**config.mk**
```make
export PLATFORM = sky130hd
export DESIGN_NAME = mdm_ctl_stat
export DESIGN_NICKNAME = d
export VERILOG_FILES = /design/src/rtl/mdm_pkg.sv /design/src/rtl/mdm_ctrl_reg.sv /design/src/rtl/mdm_line_map.sv /design/src/rtl/mdm_delta_trk.sv /design/src/rtl/mdm_ctl_stat.sv
export SDC_FILE = /design/constraint.sdc
export NUM_CORES = 1
export LEC_CHECK = 0
export BUFFER_PORTS_ARGS = -buffer_cell sky130_fd_sc_hd__buf_2
export CAP_MARGIN = 0
export CORE_AREA = 3 3 40 42
export DETAILED_ROUTE_END_ITERATION = 10
export DIE_AREA = 0 0 43 45
export PLACE_DENSITY = 0.77
export SLEW_MARGIN = 20
export SYNTH_ARGS = -nofsm -noshare
export SYNTH_HDL_FRONTEND = slang
export SYNTH_HIERARCHICAL = 1
export SYNTH_SLANG_ARGS = --single-unit
```
**constraint.sdc**
```tcl
create_clock -name clk_i -period 1.2 [get_ports clk_i]
set_clock_uncertainty 0.05 [all_clocks]
set_input_delay 0.24 -clock clk_i [delete_from_list [all_inputs] [get_ports clk_i]]
set_output_delay 0.24 -clock clk_i [all_outputs]
set_load 0.02 [all_outputs]
```
**src/rtl/mdm_pkg.sv**
```systemverilog
package mdm_pkg;
  localparam int unsigned REG_W  = 8;
  localparam int unsigned CTRL_W = 5;
  localparam int unsigned LINE_W = 4;
  // control bit positions
  localparam int unsigned C_DTR  = 0;
  localparam int unsigned C_RTS  = 1;
  localparam int unsigned C_OUT1 = 2;
  localparam int unsigned C_OUT2 = 3;
  localparam int unsigned C_LOOP = 4;
  // line bit positions (status bits 7:4 shifted down)
  localparam int unsigned L_CTS  = 0;
  localparam int unsigned L_DSR  = 1;
  localparam int unsigned L_RI   = 2;
  localparam int unsigned L_DCD  = 3;
  localparam logic [LINE_W-1:0] LINE_IDLE = 4'b1010;
endpackage

```
**src/rtl/mdm_ctrl_reg.sv**
```systemverilog
module mdm_ctrl_reg
  import mdm_pkg::*;
(
  input  logic              clk_i,
  input  logic              rst_ni,
  input  logic              we_i,
  input  logic [REG_W-1:0]  wdata_i,
  output logic [CTRL_W-1:0] ctrl_q_o,
  output logic [CTRL_W-1:0] ctrl_nxt_o
);
  logic [CTRL_W-1:0] ctrl_q;

  assign ctrl_nxt_o = we_i ? wdata_i[CTRL_W-1:0] : ctrl_q;

  always_ff @(posedge clk_i or negedge rst_ni) begin
    if (!rst_ni) ctrl_q <= '0;
    else         ctrl_q <= ctrl_nxt_o;
  end

  assign ctrl_q_o = ctrl_q;

  p_ctrl_hold_r1: assert property (@(posedge clk_i) disable iff (!rst_ni)
    !we_i |=> $stable(ctrl_q));
  p_ctrl_load_r1: assert property (@(posedge clk_i) disable iff (!rst_ni)
    we_i |=> ctrl_q == $past(wdata_i[CTRL_W-1:0]));
endmodule

```
**src/rtl/mdm_line_map.sv**
```systemverilog
module mdm_line_map
  import mdm_pkg::*;
(
  input  logic [CTRL_W-1:0] ctrl_i,
  output logic [LINE_W-1:0] line_o
);
  always_comb begin
    if (ctrl_i[C_LOOP]) begin
      line_o        = '0;
      line_o[L_CTS] = ctrl_i[C_RTS];
      line_o[L_DSR] = ctrl_i[C_DTR];
      line_o[L_RI]  = ctrl_i[C_OUT1];
      line_o[L_DCD] = ctrl_i[C_OUT2];
    end else begin
      line_o = LINE_IDLE;
    end
  end
endmodule

```
**src/rtl/mdm_delta_trk.sv**
```systemverilog
module mdm_delta_trk
  import mdm_pkg::*;
(
  input  logic              clk_i,
  input  logic              rst_ni,
  input  logic              upd_i,
  input  logic              clr_i,
  input  logic [LINE_W-1:0] line_old_i,
  input  logic [LINE_W-1:0] line_new_i,
  output logic [LINE_W-1:0] delta_o,
  output logic              flag_o
);
  logic [LINE_W-1:0] delta_q, hit;

  // per-bit change detect; ring bit only on trailing edge
  for (genvar i = 0; i < LINE_W; i++) begin : g_hit
    if (i == L_RI) begin : g_fall
      assign hit[i] = upd_i & line_old_i[i] & ~line_new_i[i];
    end else begin : g_chg
      assign hit[i] = upd_i & (line_old_i[i] ^ line_new_i[i]);
    end
  end

  always_ff @(posedge clk_i or negedge rst_ni) begin
    if (!rst_ni) delta_q <= '0;
    else         delta_q <= (clr_i ? '0 : delta_q) | hit;
  end

  assign delta_o = delta_q;
  assign flag_o  = |delta_q;

  p_teri_rise_r5: assert property (@(posedge clk_i) disable iff (!rst_ni)
    (!clr_i && !delta_q[L_RI] && !line_old_i[L_RI]) |=> !delta_q[L_RI]);
  p_sticky_r6: assert property (@(posedge clk_i) disable iff (!rst_ni)
    !clr_i |=> (delta_q & $past(delta_q)) == $past(delta_q));
  p_clear_r7: assert property (@(posedge clk_i) disable iff (!rst_ni)
    (clr_i && !upd_i) |=> delta_q == '0);
endmodule

```
**src/rtl/mdm_ctl_stat.sv**
```systemverilog
module mdm_ctl_stat
  import mdm_pkg::*;
(
  input  logic             clk_i,
  input  logic             rst_ni,
  input  logic             ctrl_we_i,
  input  logic [REG_W-1:0] ctrl_wdata_i,
  output logic [REG_W-1:0] ctrl_o,
  input  logic             stat_re_i,
  output logic [REG_W-1:0] stat_o,
  output logic             chg_o
);
  logic [CTRL_W-1:0] ctrl_q, ctrl_nxt;
  logic [LINE_W-1:0] line_cur, line_nxt, delta;

  mdm_ctrl_reg u_ctrl (
    .clk_i, .rst_ni,
    .we_i      (ctrl_we_i),
    .wdata_i   (ctrl_wdata_i),
    .ctrl_q_o  (ctrl_q),
    .ctrl_nxt_o(ctrl_nxt)
  );

  mdm_line_map u_map_cur (.ctrl_i(ctrl_q),   .line_o(line_cur));
  mdm_line_map u_map_nxt (.ctrl_i(ctrl_nxt), .line_o(line_nxt));

  mdm_delta_trk u_delta (
    .clk_i, .rst_ni,
    .upd_i     (ctrl_we_i),
    .clr_i     (stat_re_i),
    .line_old_i(line_cur),
    .line_new_i(line_nxt),
    .delta_o   (delta),
    .flag_o    (chg_o)
  );

  assign ctrl_o = {{(REG_W-CTRL_W){1'b0}}, ctrl_q};
  assign stat_o = {line_cur, delta};

  p_ctrl_upper_r1: assert property (@(posedge clk_i) disable iff (!rst_ni)
    ctrl_o[REG_W-1:CTRL_W] == '0);
  p_loop_map_r2: assert property (@(posedge clk_i) disable iff (!rst_ni)
    ctrl_o[C_LOOP] |-> stat_o[7:4] ==
      {ctrl_o[C_OUT2], ctrl_o[C_OUT1], ctrl_o[C_DTR], ctrl_o[C_RTS]});
  p_idle_line_r3: assert property (@(posedge clk_i) disable iff (!rst_ni)
    !ctrl_o[C_LOOP] |-> stat_o[7:4] == 4'b1010);
  p_flag_r8: assert property (@(posedge clk_i) disable iff (!rst_ni)
    chg_o == (stat_o[3:0] != '0));
endmodule

```
# Word level (Yosys, flattened, before mapping)
# Cells that the tools add are included.
# word_totals
reg_bits	9
input_bits	12
out_inout_bits	17
word_cells	17
# op_classes
n_mux	4
reduce_logical	1
bitwise_logic	10
# ops
cell	count
$mux W4	3
$and A1 B1 Y1	5
$mux W5	1
$or A4 B4 Y4	1
$reduce_or A4 Y1	1
$xor A1 B1 Y1	3
$not A1 Y1	1

# Logic depth before layout (Yosys ltp)
# Gate-level depths: netlist of the first run.
# depth
depth_word	5
ltp_mapped	4
depth_no_buf	4

# Hierarchy
# Netlist of the first run, hierarchy kept.
# by_module_without_submodules
module	cells_each	n_inst	area_each_um2
mdm_ctrl_reg	10	1	181.4
mdm_delta_trk	14	1	177.7
mdm_line_map	4	2	25.0
mdm_ctl_stat	4	1	26.3

# Least setup slack after synthesis of the first run
# No wires, ideal clock.
# synth_path
kind	register -> register
startpoint	register u_ctrl.ctrl_q[4] (netlist: u_ctrl/ctrl_q_o[4])
endpoint	register u_delta.delta_q[0] (netlist: u_delta/delta_o[0])
stages_incl_launch_ff	5
arrival_ns	1.253
synth_period_minus_slack_ns	1.424
path_buffers	0
slack_ns	-0.224
required_ns	1.029
cell_sequence	dfrtp_1 > mux2_2 > and2_1 > xor2_1 > a22o_1
# synth_via
elab_chain_cells	5
elab_cells_between_ends	6
cone_classes	mux (3); bitwise (3)
# synth_lines
element	line	source
start: declaration	mdm_ctrl_reg.sv:11	logic [CTRL_W-1:0] ctrl_q;
start signal: assignment	mdm_ctrl_reg.sv:17	else ctrl_q <= ctrl_nxt_o;
$mux W5	mdm_ctrl_reg.sv:13	assign ctrl_nxt_o = we_i ? wdata_i[CTRL_W-1:0] : ctrl_q;
via ctrl_nxt[4]	mdm_ctl_stat.sv:13	logic [CTRL_W-1:0] ctrl_q, ctrl_nxt;
$mux W4	mdm_line_map.sv:8	if (ctrl_i[C_LOOP]) begin
via line_nxt[0]	mdm_ctl_stat.sv:14	logic [LINE_W-1:0] line_cur, line_nxt, delta;
$xor A1 B1 Y1	mdm_delta_trk.sv:20	assign hit[i] = upd_i & (line_old_i[i] ^ line_new_i[i]);
$and A1 B1 Y1	mdm_delta_trk.sv:20	
$or A4 B4 Y4	mdm_delta_trk.sv:26	else delta_q <= (clr_i ? '0 : delta_q) | hit;
end signal: assignment	mdm_delta_trk.sv:26	
end: declaration	mdm_delta_trk.sv:13	logic [LINE_W-1:0] delta_q, hit;
# The timed path passes the listed nets, and every way through them passes these cells.

# Final worst setup path of the first run
# layout_path
startpoint	register u_delta.delta_q[1] (netlist: u_delta/delta_o[1])
endpoint	output chg_o
# layout_via
elab_chain_cells	1
# layout_lines
element	line	source
$reduce_or A4 Y1	mdm_delta_trk.sv:30	assign flag_o = |delta_q;
end: declaration	mdm_ctl_stat.sv:11	output logic chg_o
# Every way passes these cells.

==> results of run 1 <==
==> routing by layer <==
metal / up-vias / part of all wire, %
met5: - / 0
met4: 0 / 0
met3: 0 / 6.8
met2: 18 / 54
met1: 198 / 39
li1: 197 / -
==> registers in the layout, summed over array words and instances, names as in the netlist <==
name             flops
u_ctrl/ctrl_q_o      5
u_delta/delta_o      4
==> power breakdown <==
part           total, mW  internal [mW]  switching, mW
Combinational      0.524          0.304          0.220
Sequential         0.372          0.346         0.0265
Clock              0.225          0.128         0.0973
==> repair_timing <==
item | CTS | global route
hold endpoints to repair | 9 | 0
gates resized for setup | 38 | 5
hold buffers | 1 | 0
buffers inserted | 4 | 2
pin swaps | 6 | 4
setup endpoints to repair | 15 | 15
==> stage by stage <==
| step | utilization, % | area, sq um | total power [mW] | hold slack (ns) | instances |
|---|---|---|---|---|---|
| finish | 67.5 | 867 | 1.12 | 0.183 | 91 |
| CTS | 64.3 | 826 | 1.09 | 0.177 | 89 |
| detailed placement | 48.1 | 618 | 0.712 | 0.0536 | 80 |
| floorplan | - | 452 | 0.569 | -0.106 | 38 |
| global placement | 48.1 | 618 | 0.705 | 0.0492 | 80 |
| global route | 67.5 | 867 | 1.19 | 0.176 | 91 |
==> cells in the final DEF, fill, tap and decap left out, drive strengths merged <==
cell type    instances
or4                  1
o2bb2ai              1
xor2                 3
dfrtp                9
and2                 4
dlygate4sd3          1
conb                 3
buf                 36
nand2b               4
a22o                 3
inv                  1
mux2                 5
clkbuf               4
nand2                1
==> synth_stat cells <==
library cell / count / share of area [%]
a22o_2: 1 / 2.3
conb_1: 1 / 0.86
o2bb2ai_1: 1 / 2.0
nand2b_1: 4 / 5.7
xor2_1: 3 / 6.0
nand2_1: 1 / 0.86
mux2_2: 5 / 13
a22o_1: 2 / 4.0
inv_1: 1 / 0.86
dfrtp_1: 9 / 52
or4_1: 1 / 1.7
buf_4: 3 / 5.2
and2_1: 4 / 5.7
==> kinds of logic (layout without fill, tap and decap cells) <==
logic type | after synthesis | after routing | share of synthesized area, %
simple gates | 10 | 10 | 14.1
flops | 9 | 9 | 51.7
mux | 5 | 5 | 12.9
compound gates | 4 | 4 | 8.33
buf+inv | 4 | 42 | 6.03
xor+xnor | 3 | 3 | 6.04
other cells | 1 | 3 | 0.861
==> worst reg2reg max path: cells and delay by family (launching register included) <==
kind / cells / cell delay (ns)
compound gates: 1 / 0.20
flops: 1 / 0.41
xor+xnor: 1 / 0.14
mux: 1 / 0.27
simple gates: 1 / 0.15
==> final timing paths <==
| kind | startpoint | to | slack (ns) | cells after the start |
|---|---|---|---|---|
| max | u_delta/delta_o[1]$_DFF_PN0_ | chg_o | -0.39 | 2 |
| min | ctrl_wdata_i[0] | u_ctrl/ctrl_q_o[0]$_DFF_PN0_ | 0.18 | 2 |
| max reg2reg | u_ctrl/ctrl_q_o[0]$_DFF_PN0_ | u_delta/delta_o[1]$_DFF_PN0_ | -0.14 | 4 |
| min reg2reg | u_ctrl/ctrl_q_o[0]$_DFF_PN0_ | u_ctrl/ctrl_q_o[0]$_DFF_PN0_ | 0.50 | 1 |
| max in group asynchronous | rst_ni | u_ctrl/ctrl_q_o[3]$_DFF_PN0_ | 0.58 | 2 |
| min in group asynchronous | rst_ni | u_ctrl/ctrl_q_o[1]$_DFF_PN0_ | 0.32 | 2 |
==> area by class of cell <==
class | instances | area, sq um
tap | 15 | 18.8
inverter | 1 | 3.75
multi-input combinational | 25 | 268
fill | 101 | 418
timing repair buffer | 37 | 320
sequential | 9 | 230
clock buffer | 4 | 26.3
==> results.yml, run 1 <==
outcome:
  status: "complete, but fails checks"
  violations: "negative setup slack"
timing:
  rsz0062_at_grt: "true"
  post-route-period-util_pct: 132
  timing.fmax_ghz: 0.631
  period_minus_slack_ns: 1.59
  tns_ns: -1.28
  setup_violations: 9
  setup_slack_ns: -0.386
  hold_viol: 0
  slew_violations: 0
yosys:
  syn-cell-area_sq_um: 435
  ys_ff_latch: 9
  ys_types: 13
  yosysWarnings: 6
  yosysSeqAreaShare_pct: 51.7
  syn-instance-count: 36
  syn_avg_cell_area_sq_um: 12.1
setup_path:
  crit_slowest_cell: "or4_4"
  cp-start-kind: "flop"
  worstSetupPathType: "flop to primary output"
  path_cells: "or4_4, buf_6"
  max_stage_delay_ns: 0.53
  critPathArrivalTime_ns: 1.30
  cp.required_ns: 0.91
  worstPathMaxFanout: 2
  cp.buffers_inverters: 1
  crit_family: "simple AND/OR/NAND/NOR gates"
  cp-end-kind: "primary output"
clocking:
  cts.sinks: 9
  cts_buffers: 3
  clkSlewWorstSetupHoldPaths_ns: 0.06
  htreeDepth: 1
  clockBufferDepth: 2
  clk_latency_ns: 0.25
  cts_tree: "yes"
  cts_root_buffer: "clkbuf_4"
detailed_routing:
  routed-via-count: 413
  vias_per_cell: 4.54
  dr.first_iter.drc_count: 1
  drt_wl_total_mm: 1.12
  drtAntennaViolNets: 0
  firstDrtPassIters: 3
  drc: 0
  wl_per_cell_um: 12.3
place:
  post-place-ws_ns: -0.252
  globalplace.congestion: 0.673
  port_buffers: 22
  hpwlAfterDp_um: 772
global_routing:
  grt_busiest_layer: "met2"
  grt-ovfl-total: 0
  grt_pass1_vias: 451
  antenna_found_initial: 0
  grt_use_met3_pct: 2.79
  use_met2_pct: 23.1
  grt_max_degree: 10
  track_usage_pct: 12.8
  met1_usage_pct: 14.6
  grt_pass1_wl_mm: 1.83
power:
  power_density_nw_per_um2: 1290
  p_leak_nw: 0.444
  vdd_drop_max_uv: 727
floorplanning:
  die_y_um: 45
  initial_utilization_pct: 33.9
  rows: 13
  die_area_sq_um: 1940
  die_w_um: 43
  ioPinCount: 29
  coreArea_sq_um: 1280
run:
  drv_cap: 0
layout:
  final_layout_size_suffix_gt1_share_pct: 80.3
  antenna_cells: 0
  syn_to_final_growth_pct: 99.1
  nets: 89
worst_hold_path:
  min_path_type: "input pin to flop"
(Power assumes the default switching activity.)
==> run 2: changes to the inputs <==
--- a/config.mk
+++ b/config.mk
@@ -11,6 +11,7 @@
 export DETAILED_ROUTE_END_ITERATION = 10
 export DIE_AREA = 0 0 43 45
 export PLACE_DENSITY = 0.77
+export REMOVE_ABC_BUFFERS = 1
 export SLEW_MARGIN = 20
 export SYNTH_ARGS = -nofsm -noshare
 export SYNTH_HDL_FRONTEND = slang
==> run 2 against run 1 <==
Effect of this change:
- the flow still finishes with violations (negative setup slack)
- clock power grew 8%
- largest power group unchanged
- first-iteration DRC count rose to 4.0 times the previous value
- fmax decreased by 2.3%
- wire length up 14%
- critical endpoint unchanged
==> results.yml, run 2 (same netlist as run 1, synthesis figures left out) <==
detailed_routing:
  routed-via-count: 420
  drtAntennaViolNets: 0
  wl_per_cell_um: 13.8
  drt_wl_total_mm: 1.27
  firstDrtPassIters: 4
  dr.first_iter.drc_count: 4
  vias_per_cell: 4.57
  drc: 0
setup_path:
  cp.required_ns: 0.91
  cp-end-kind: "primary output"
  cp.buffers_inverters: 1
  critPathArrivalTime_ns: 1.33
  path_cells: "or4_4, buf_6"
  crit_slowest_cell: "or4_4"
  max_stage_delay_ns: 0.53
  worstPathMaxFanout: 2
  cp-start-kind: "flop"
  worstSetupPathType: "flop to primary output"
  crit_family: "simple AND/OR/NAND/NOR gates"
clocking:
  cts_tree: "yes"
  cts.sinks: 9
  cts_buffers: 3
  clockBufferDepth: 2
  cts_root_buffer: "clkbuf_4"
  clk_latency_ns: 0.27
  clkSlewWorstSetupHoldPaths_ns: 0.07
  htreeDepth: 1
power:
  comb_power_share_pct: 46.4
  p_seq_share_pct: 32.5
  p_leak_nw: 0.453
  swShare_pct: 32.5
  internal_power_mw: 0.776
  power_density_nw_per_um2: 1330
  vdd_drop_max_uv: 633
  finalPower_mw: 1.15
  switchingPower_mw: 0.373
  clkPwrFrac_pct: 21.1
layout:
  multi_input_area_sq_um: 248
  syn_to_final_growth_pct: 99.1
  final-seq-area_sq_um: 225
  final_area_sq_um: 867
  final_layout_size_suffix_gt1_share_pct: 72.7
  finalNonFillerCells: 92
  fill_cells: 102
  antenna_cells: 0
  largest_reg_flops: 5
  mostFrequentLayoutCells: "buf_6, buf_2, dfrtp_1"
  nets: 90
  final_common_cell: "buf_6"
floorplanning:
  initial_utilization_pct: 33.9
  rows: 13
  die_y_um: 45
  die_area_sq_um: 1940
  coreArea_sq_um: 1280
  die_w_um: 43
  ioPinCount: 29
global_routing:
  grt_pass1_wl_mm: 2.06
  grt-ovfl-total: 0
  antenna_found_initial: 0
  track_usage_pct: 15.3
  grt_pass1_vias: 462
  grt_max_degree: 10
place:
  hpwlAfterDp_um: 893
  port_buffers: 22
  post-place-ws_ns: -0.276
  placed_area_sq_um: 624
  dp.cells: 82
  globalplace.congestion: 0.696
timing:
  hold_slack_ns: 0.163
  rsz0062_at_grt: "true"
  slew_violations: 0
  period_minus_slack_ns: 1.62
  setup_slack_ns: -0.423
  post-route-period-util_pct: 135
  setup_violations: 13
  hold_viol: 0
  timing.fmax_ghz: 0.616
outcome:
  violations: "negative setup slack"
  status: "complete, but fails checks"
worst_hold_path:
  min_path_type: "input pin to flop"
run:
  drv_cap: 0
-- run 2: path summary, 6_finish.rpt --
check	start	endpoint	slack, ns	cells past startpoint
worst max register to register	u_ctrl/ctrl_q_o[4]$_DFF_PN0_	u_delta/delta_o[0]$_DFF_PN0_	-0.15	4
max in group asynchronous	rst_ni	u_ctrl/ctrl_q_o[1]$_DFF_PN0_	0.61	2
worst max-delay path	u_delta/delta_o[0]$_DFF_PN0_	chg_o	-0.42	2
worst min register to register	u_ctrl/ctrl_q_o[2]$_DFF_PN0_	u_ctrl/ctrl_q_o[2]$_DFF_PN0_	0.50	1
worst min-delay path	ctrl_wdata_i[2]	u_ctrl/ctrl_q_o[2]$_DFF_PN0_	0.16	2
min in group asynchronous	rst_ni	u_delta/delta_o[2]$_DFF_PN0_	0.30	2
-- run 2: power groups by stage --
| stage | logic (mW) | registers, mW | clock network [mW] |
|---|---|---|---|
| finish | 0.533 | 0.373 | 0.243 |
| global route | 0.565 | 0.377 | 0.272 |
| CTS | 0.504 | 0.369 | 0.250 |
| detailed placement | 0.348 | 0.370 | 0 |
| global placement | 0.338 | 0.367 | 0 |
| floorplan | 0.125 | 0.425 | 0 |
-- run 2: metal layers --
metal  global-route usage, %  wire length [um]  up-vias
li1                        -                 -      197
met1                    15.6               488      196
met2                    26.0               662       25
met3                    5.58               101        2
met4                    10.8                22        0
met5                       0                 0        -
-- run 2: cell type report --
class	instances	area share (%)
Multi-Input combinational cell	25	28.6
Sequential cell	9	26.0
Clock buffer	3	2.60
Timing Repair Buffer	38	39.7
Inverter	1	0.433
Tap cell	15	2.16
Clock inverter	1	0.577
-- run 2: worst register-to-register path, delay by kind of cell, from the launching register on --
kind            cells  cell delay (ns)
compound gates      1             0.18
mux                 1             0.32
flops               1             0.39
simple gates        1             0.15
xor+xnor            1             0.15
-- run 2: metrics by stage --
step                      utilization [%]  TNS [ns]
final                                67.5     -1.56
after global routing                 67.5     -2.14
after CTS                            64.8     -1.50
after detailed placement             48.6    -0.975
after global placement               48.6    -0.809
after floorplan                         -    -0.787
-- run 2: timing repair --
item,CTS,global route
gates resized for setup,41,4
buffers inserted,6,3
endpoints found under the hold margin,9,0
endpoints found under the setup margin,16,16
cloned,0,0
hold buffers,1,0
pin swaps,5,2
==> run 3: changes to the inputs <==
--- a/config.mk
+++ b/config.mk
@@ -5,6 +5,7 @@
 export SDC_FILE = /design/constraint.sdc
 export NUM_CORES = 1
 export LEC_CHECK = 0
+export ABC_CLOCK_PERIOD_IN_PS = 1200
 export BUFFER_PORTS_ARGS = -buffer_cell sky130_fd_sc_hd__buf_2
 export CAP_MARGIN = 0
 export CORE_AREA = 3 3 40 42
@@ -15,5 +16,4 @@
 export SLEW_MARGIN = 20
 export SYNTH_ARGS = -nofsm -noshare
 export SYNTH_HDL_FRONTEND = slang
-export SYNTH_HIERARCHICAL = 1
 export SYNTH_SLANG_ARGS = --single-unit
==> run 3 against run 2 <==
Effect of this change:
- the run still ends with negative setup slack left
- largest cell class unchanged
- largest power group unchanged
- fmax rose by 1.3%
- register-to-register slack improved by 0.15 ns
- highest routed layer unchanged
- wire length fell by 2.8%
- sequential share of layout area rose by 3.5 points
- hold slack improved by 0.023 ns
==> results.yml, run 3 <==
detailed_routing:
  drt_wl_total_mm: 1.24
  vias_per_cell: 4.64
  drc: 0
  dr.first_iter.drc_count: 0
  routed-via-count: 394
  drtAntennaViolNets: 0
  firstDrtPassIters: 1
  wl_per_cell_um: 14.6
layout:
  fill_cells: 101
  largest_reg_flops: 5
  syn_to_final_growth_pct: 75.9
  final_layout_size_suffix_gt1_share_pct: 67.1
  antenna_cells: 0
  nets: 83
  mostFrequentLayoutCells: "buf_6, buf_2, dfrtp_1"
  final_area_sq_um: 768
  final_common_cell: "buf_6"
  finalNonFillerCells: 85
  utilization_pct: 59.8
timing:
  hold_slack_ns: 0.186
  period_minus_slack_ns: 1.60
  timing.fmax_ghz: 0.624
  post-route-period-util_pct: 134
  setup_slack_ns: -0.403
  setup_violations: 6
  tns_ns: -0.705
  hold_viol: 0
  slew_violations: 0
  rsz0062_at_grt: "true"
setup_path:
  cp.buffers_inverters: 1
  path_cells: "or4_4, buf_6"
  cp.required_ns: 0.91
  cp-start-kind: "flop"
  worstPathMaxFanout: 2
  worstSetupPathType: "flop to primary output"
  reg2reg_slack_ns: 0
  crit_family: "simple AND/OR/NAND/NOR gates"
  crit_slowest_cell: "or4_4"
  max_stage_delay_ns: 0.53
  critPathArrivalTime_ns: 1.31
  cp-end-kind: "primary output"
clocking:
  clkSlewWorstSetupHoldPaths_ns: 0.06
  cts.sinks: 9
  cts_tree: "yes"
  clk_latency_ns: 0.25
  cts_buffers: 3
  htreeDepth: 1
  cts_root_buffer: "clkbuf_4"
  clockBufferDepth: 2
yosys:
  synth.most_common_cell: "dfrtp_1"
  yosysWarnings: 0
  synthFlopType: "dfrtp_1"
  synthAdderAreaFrac_pct: 0
  synth.top_cell.area_share_pct: 51.6
  synth_edf_count: 0
  yosysSeqAreaShare_pct: 51.6
  netlist_top_cells_area: "dfrtp_1, mux2_2, a22o_1"
  synth-async-reset-ratio_pct: 100
  ys_ff_latch: 9
  muxShareOfSynthArea_pct: 12.9
  syn_avg_cell_area_sq_um: 12.1
  syn-cell-area_sq_um: 437
  synthTopCellsByCount: "dfrtp_1, mux2_2, a22o_1, buf_4, xnor2_1"
  synth_top_area_cell: "dfrtp_1"
  synth-simple-area-share_pct: 13.2
  ys_types: 15
  synth_top_family_by_area: "simple AND/OR/NAND/NOR gates"
  synthXorXnorAreaFrac_pct: 6.02
  syn-instance-count: 36
  synth-compound-area-share_pct: 8.31
place:
  globalplace.congestion: 0.716
  dp.cells: 75
  placed_area_sq_um: 576
  port_buffers: 22
  post-place-ws_ns: -0.107
floorplanning:
  die_y_um: 45
  rows: 13
  die_w_um: 43
  die_area_sq_um: 1940
  ioPinCount: 29
  initial_utilization_pct: 34.0
  coreArea_sq_um: 1280
global_routing:
  grt_max_degree: 10
  antenna_found_initial: 0
  grt-ovfl-total: 0
  track_usage_pct: 13.4
  grt_pass1_vias: 415
  grt_pass1_wl_mm: 1.79
power:
  swShare_pct: 31.1
  comb_power_share_pct: 40.8
  power_density_nw_per_um2: 1330
  p_seq_share_pct: 36.9
  clkPwrFrac_pct: 22.4
  vdd_drop_max_uv: 639
  p_leak_nw: 0.397
  finalPower_mw: 1.02
  switchingPower_mw: 0.317
  internal_power_mw: 0.702
run:
  drv_cap: 0
outcome:
  violations: "negative setup slack"
  status: "complete, but fails checks"
worst_hold_path:
  min_path_type: "input pin to flop"
==> run 3: cells by family (layout without fill, tap and decap cells) <==
group / Yosys count / count (layout)
AOI/OAI and AO/OA: 4 / 4
buffers and inverters: 5 / 37
DFF: 9 / 9
muxes: 5 / 5
and+or+nand+nor: 9 / 9
xor gates and xnor gates: 3 / 3
other: 1 / 3
==> run 3: worst reg2reg max path, delay by kind of cell (launching register included) <==
| family | cells | cell delay, ns |
|---|---|---|
| AO/OA/AOI/OAI | 1 | 0.17 |
| XOR/XNOR | 1 | 0.12 |
| buffers and inverters | 1 | 0.11 |
| flip-flops | 1 | 0.47 |
| AND/OR/NAND/NOR | 1 | 0.17 |
==> run 3: final timing paths <==
path | cells after the start | startpoint | to
worst max-delay path | 2 | u_delta.delta_o[1]$_DFF_PN0_ | chg_o
min in group asynchronous | 2 | rst_ni | u_delta.delta_o[0]$_DFF_PN0_
worst min register to register | 1 | u_ctrl.ctrl_q_o[3]$_DFF_PN0_ | u_ctrl.ctrl_q_o[3]$_DFF_PN0_
worst min-delay path | 2 | ctrl_wdata_i[3] | u_ctrl.ctrl_q_o[3]$_DFF_PN0_
worst max register to register | 4 | u_ctrl.ctrl_q_o[4]$_DFF_PN0_ | u_delta.delta_o[0]$_DFF_PN0_
max in group asynchronous | 2 | rst_ni | u_ctrl.ctrl_q_o[4]$_DFF_PN0_
==> run 3: layer usage <==
| layer | vias up | track usage (%) | share of wire [%] |
|---|---|---|---|
| li1 | 185 | - | - |
| met1 | 185 | 11.4 | 33 |
| met2 | 18 | 26.6 | 59 |
| met3 | 6 | 3.59 | 4.1 |
| met4 | 0 | 9.04 | 3.8 |
| met5 | - | 0 | 0 |
==> run 3: area by class of cell <==
| class | count | area (sq um) | area share, % |
|---|---|---|---|
| multi-input combinational | 24 | 224 | 29.2 |
| clock buffer | 4 | 26.3 | 3.42 |
| inverter | 1 | 3.75 | 0.489 |
| timing repair buffer | 32 | 269 | 35.0 |
| tap | 15 | 18.8 | 2.44 |
| sequential | 9 | 226 | 29.5 |
==> run 3: timing repair <==
action                                  CTS  global route
endpoints found under the setup margin    8            13
hold endpoints to repair                  9             0
hold buffers                              1             0
pin swaps                                 2             3
gates resized for setup                  17            15
buffers inserted                          3             3
==> run 3: power groups by stage <==
stage	registers, mW	clock network, mW	logic (mW)
2_1_floorplan	0.415	0	0.112
3_3_place_gp	0.366	0	0.276
3_5_place_dp	0.368	0	0.281
4_1_cts	0.366	0.235	0.343
5_1_grt	0.380	0.256	0.441
6_report	0.376	0.228	0.415
